==> src/rtl/gate_protect.sv <==
module gate_protect #(
  parameter int FILT_CYCLES = 200,
  parameter int CLR_W       = 21,
  parameter int CLR_CYCLES  = 1800000
) (
  input  logic       clk,
  input  logic       rst_n,
  input  logic [2:0] cmd_hi,
  input  logic [2:0] cmd_lo,
  input  logic       oc_in,
  input  logic       uv_main_in,
  input  logic [2:0] uv_hs_in,
  input  logic       en_pin_in,
  output logic [2:0] gate_hi,
  output logic [2:0] gate_lo,
  output logic       fault_n
);
  localparam int FW = $clog2(FILT_CYCLES + 1);
  localparam int NI = 12;

  logic [NI-1:0] raw, s1, s2;
  assign raw = {en_pin_in, uv_main_in, oc_in, uv_hs_in, cmd_lo, cmd_hi};

  always_ff @(posedge clk or negedge rst_n)
    if (!rst_n) begin
      s1 <= '0;
      s2 <= '0;
    end else begin
      s1 <= raw;
      s2 <= s1;
    end

  logic [2:0] hi_s, lo_s, uvhs_s;
  logic       oc_s, uvm_s, en_s;
  assign {en_s, uvm_s, oc_s, uvhs_s, lo_s, hi_s} = s2;

  logic [5:0] cmd_f;
  genvar g;
  generate
    for (g = 0; g < 6; g++) begin : g_filt
      logic          lvl;
      logic [FW-1:0] cnt;
      always_ff @(posedge clk or negedge rst_n)
        if (!rst_n) begin
          lvl <= 1'b0;
          cnt <= '0;
        end else if (s2[g] != lvl) begin
          if (cnt == FW'(FILT_CYCLES - 1)) begin
            lvl <= s2[g];
            cnt <= '0;
          end else begin
            cnt <= cnt + 1'b1;
          end
        end else begin
          cnt <= '0;
        end
      assign cmd_f[g] = lvl;
    end
  endgenerate

  logic [2:0] hi_f, lo_f;
  assign hi_f = cmd_f[2:0];
  assign lo_f = cmd_f[5:3];

  logic             oc_hold;
  logic [CLR_W-1:0] clr_cnt;
  always_ff @(posedge clk or negedge rst_n)
    if (!rst_n) begin
      oc_hold <= 1'b0;
      clr_cnt <= '0;
    end else if (oc_s) begin
      oc_hold <= 1'b1;
      clr_cnt <= '0;
    end else if (oc_hold) begin
      if (clr_cnt == CLR_W'(CLR_CYCLES - 1)) begin
        oc_hold <= 1'b0;
        clr_cnt <= '0;
      end else begin
        clr_cnt <= clr_cnt + 1'b1;
      end
    end

  logic [2:0] armed;
  always_ff @(posedge clk or negedge rst_n)
    if (!rst_n)     armed <= '0;
    else if (uvm_s) armed <= '0;
    else            armed <= armed | (lo_f & ~hi_f);

  logic fault, drive_ok;
  assign fault    = oc_s | oc_hold | uvm_s;
  assign drive_ok = en_s & ~fault;

  always_ff @(posedge clk or negedge rst_n)
    if (!rst_n) begin
      gate_hi <= '0;
      gate_lo <= '0;
      fault_n <= 1'b1;
    end else begin
      gate_hi <= hi_f & ~lo_f & {3{drive_ok}} & armed & ~uvhs_s;
      gate_lo <= lo_f & ~hi_f & {3{drive_ok}};
      fault_n <= ~fault;
    end
endmodule


==> config.mk <==
export PLATFORM = sky130hd
export DESIGN_NAME = gate_protect
export DESIGN_NICKNAME = d
export VERILOG_FILES = /design/src/rtl/gate_protect.sv
export SDC_FILE = /design/constraint.sdc
export NUM_CORES = 1
export LEC_CHECK = 0
export BUFFER_PORTS_ARGS = -buffer_cell sky130_fd_sc_hd__buf_4
export CORE_AREA = 2 2 88 90
export CTS_CLUSTER_SIZE = 10
export DETAILED_ROUTE_END_ITERATION = 10
export DIE_AREA = 0 0 90 92
export PLACE_DENSITY_LB_ADDON = 0.25
export SETUP_SLACK_MARGIN = 0.05
export SLEW_MARGIN = 20
export SYNTH_ARGS = -nofsm -noshare
export SYNTH_HDL_FRONTEND = slang
export SYNTH_SLANG_ARGS = --single-unit
==> constraint.sdc <==
create_clock -name clk -period 3.55 [get_ports clk]
set_clock_uncertainty 0.1 [all_clocks]
set_input_delay 0.355 -clock clk [delete_from_list [all_inputs] [get_ports clk]]
set_output_delay 0.355 -clock clk [all_outputs]
set_load 0.05 [all_outputs]
==> impl_metrics.toml <==
[setup_path]
crit_path_max_incr_delay_ns = 0.55
reg2reg_depth = 5
critPathSlowestCell = "or4b_4"
required_ns = 3.66
path_cells = "or4b_4, nor4_4, nand2_2, nand4_1, a21oi_1"
cp_num_buf_inv = 0
arrival_ns = 2.28
timing_worst_setup_path_type = "reg -> reg"
r2r_slack_ns = 1.38
critPathTopFamily = "simple AND/OR/NAND/NOR gates"
worst_setup_path_end_kind = "flip-flop"
cp_max_fo = 7
startpoint_type = "flip-flop"
rr_startpoint = "clr_cnt[11]"
worst_r2r_endpoint = "clr_cnt[7]"

[placed_design]
place_ws_ns = 1.44
gp_congestion = 0.853
placed_area_mm2 = 0.00494
hpwlAfterDp_um = 5450
io_buffers = 20
placed_cells = 540

[cells_and_area]
final_cells = 569
diodes = 0
layout.nets = 483
final_area_mm2 = 0.00528
synthToLayoutAreaGrowth_pct = 12.4
layout-drive-gt1-share = 0.126

[pwr]
powerDensity_mw_per_mm2 = 411
leakage_nw = 2.37
ir_drop_v = 0.000215

[detailed_routing]
drtAntennaViolNets = 0
viasPerCell = 5.60
top_layer = "met4"
wl_per_cell_um = 14.4
drcViolationCount = 0
routed-wl-met2_um = 4130
dr.pass1.iters = 4
wl_met3_um = 318
routed_wl_um = 8220
drt_iter0_drc = 185
vias = 3184
drt-met1-wl_um = 3660

[global_routing]
antenna_found_initial = 0
first_global_vias = 3185
grt_use_total = 0.214
global_route.overflow_total = 0
grt_pass1_wl_um = 14300
grt_max_degree = 85

[synth]
syn-cell-area_mm2 = 0.00469
syn_avg_cell_area_um2 = 11.0
ys_ff_latch = 110
synth_cell_types = 48
synth_edf_count = 0
synth.most_common_cell = "dfrtp_1"
ys_seq_area_frac = 0.587
synth.area.top_cells = "dfrtp_1 58%, nor2_1 5.4%, xor2_1 5.4%, xnor2_1 3.5%, nand3_1 3.4%"
ys_dominant_reg_cell = "dfrtp_1"
synth.net_count = 448
synth_commonest_cells = "109 x dfrtp_1, 68 x nor2_1, 32 x nand3_1, 29 x xor2_1, 21 x nand2_1"
yosysTopAreaCellShare = 0.581
ys_async_sr_fraction = 1.00
postSynthCellCount = 427
synth_warnings = 0
yosys.area.top_type = "dfrtp_1"

[floorplanning]
die_width_um = 90
rows = 32
initial_core_util = 0.630
die_area_mm2 = 0.00828
fp.dieH_um = 92
io_pins = 21
core-area_mm2 = 0.00745

[clock_network]
cts.sinks = 110
post_cts_buffers = 0
ctsHtreeMaxLevel = 3
cts_buffers = 9
cts_resized = 0
hold_buffers = 12
cts_tree = "built"
clkTransAtPathRegs_ns = 0.10
clockRootBuffer = "clkbuf_8"
clock_path_buffers = 2
clk_latency_ns = 0.37

[sta]
period_share = 0.610
fmax_mhz = 461
rsz0062_at_grt = "false"
setup_ws_ns = 1.38
finalSetupViolCount = 0
finalMaxSlewViolations = 0
fin_tns_setup_ns = 0
max_slew_margin = 0.471
hold_viol_final = 0
timing.hold.ws_ns = 0.254
finalCriticalPeriod_ns = 2.17
worst_slew_pin_slew_ns = 0.794

[run]
timing.max_cap.violations = 0

[min_path]
holdPathStages = 0
hp-start = "s1[7]"
holdPathEnd = "s2[7]"
worst_hold_path_type = "reg -> reg"

[status]
status = "finished, final reports clean"
## worst register-to-register path: stages, from the launching register on
cell     delay [ns]
dfrtp_1        0.46
or4b_4         0.55
nor4_4         0.48
nand2_2        0.20
nand4_1        0.14
a21oi_1        0.09
## kinds of logic (layout without fill, tap and decap cells)
group           count (synthesis)  count (layout)  share of synthesized area
compound gates                 35              35                     0.0467
simple gates                  200             200                      0.232
fa+ha+maj                       7               7                     0.0187
flops                         110             110                      0.587
mux                             3               3                    0.00720
buf+inv                        24              64                     0.0195
xor+xnor                       48              48                     0.0896
## report_power, final
group	internal, W	switching, W
logic	0.0000446	0.0000585
clock network	0.000346	0.000404
registers	0.00129	0.0000292
## sequential cells by signal, summed over array words and instances (netlist names)
signal,flops
s1,12
gate_hi,3
s2,12
oc_hold,1
armed,3
fault_n,1
clr_cnt,21
g_filt.cnt,48
g_filt.lvl,6
gate_lo,3
## cells in the final DEF, fill, tap and decap left out, types with 4 or more instances in the layout
cell type / Yosys / routed
a21oi_1: 14 / 14
and3_1: 14 / 14
buf_4: 0 / 21
clkbuf_8: 0 / 10
dfrtp_1: 109 / 109
dlygate4sd3_1: 0 / 13
ha_1: 7 / 7
inv_1: 13 / 13
nand2_1: 21 / 21
nand3_1: 32 / 32
nand4_1: 17 / 17
nor2_1: 68 / 68
nor3b_1: 4 / 4
nor4_1: 12 / 12
o21ai_0: 4 / 4
o21ai_1: 5 / 5
or2_2: 5 / 5
xnor2_1: 19 / 19
xor2_1: 29 / 29
## worst max path at each step
stage,startpoint,endpoint,cells after the start
2_1_floorplan,clr_cnt[18],clr_cnt[16],5
3_3_place_gp,clr_cnt[11],clr_cnt[8],5
3_5_place_dp,clr_cnt[18],clr_cnt[7],5
4_1_cts,clr_cnt[11],clr_cnt[7],5
5_1_grt,clr_cnt[18],clr_cnt[8],5
6_report,clr_cnt[11],clr_cnt[7],5
## final cells by class
class | count | area (µm²)
clock inverters | 5 | 56.3
fillers | 549 | 2170
well taps | 102 | 128
multi-input cells | 293 | 1850
flip-flops and latches | 110 | 2750
repair buffers | 35 | 299
inverters | 13 | 48.8
clock buffers | 11 | 141
## layer usage
metal  GRT usage  up-vias
met5           0        -
met4      0.0808        0
met3      0.0460       12
met2       0.361       70
met1       0.276     1563
li1            -     1539
## through the flow
step	utilization	power (W)
final	0.708	0.00217
after global routing	0.708	0.00226
after floorplan	-	0.00138
after global placement	0.664	0.00143
after CTS	0.706	0.00219
after detailed placement	0.664	0.00143
(Power assumes the default switching activity.)
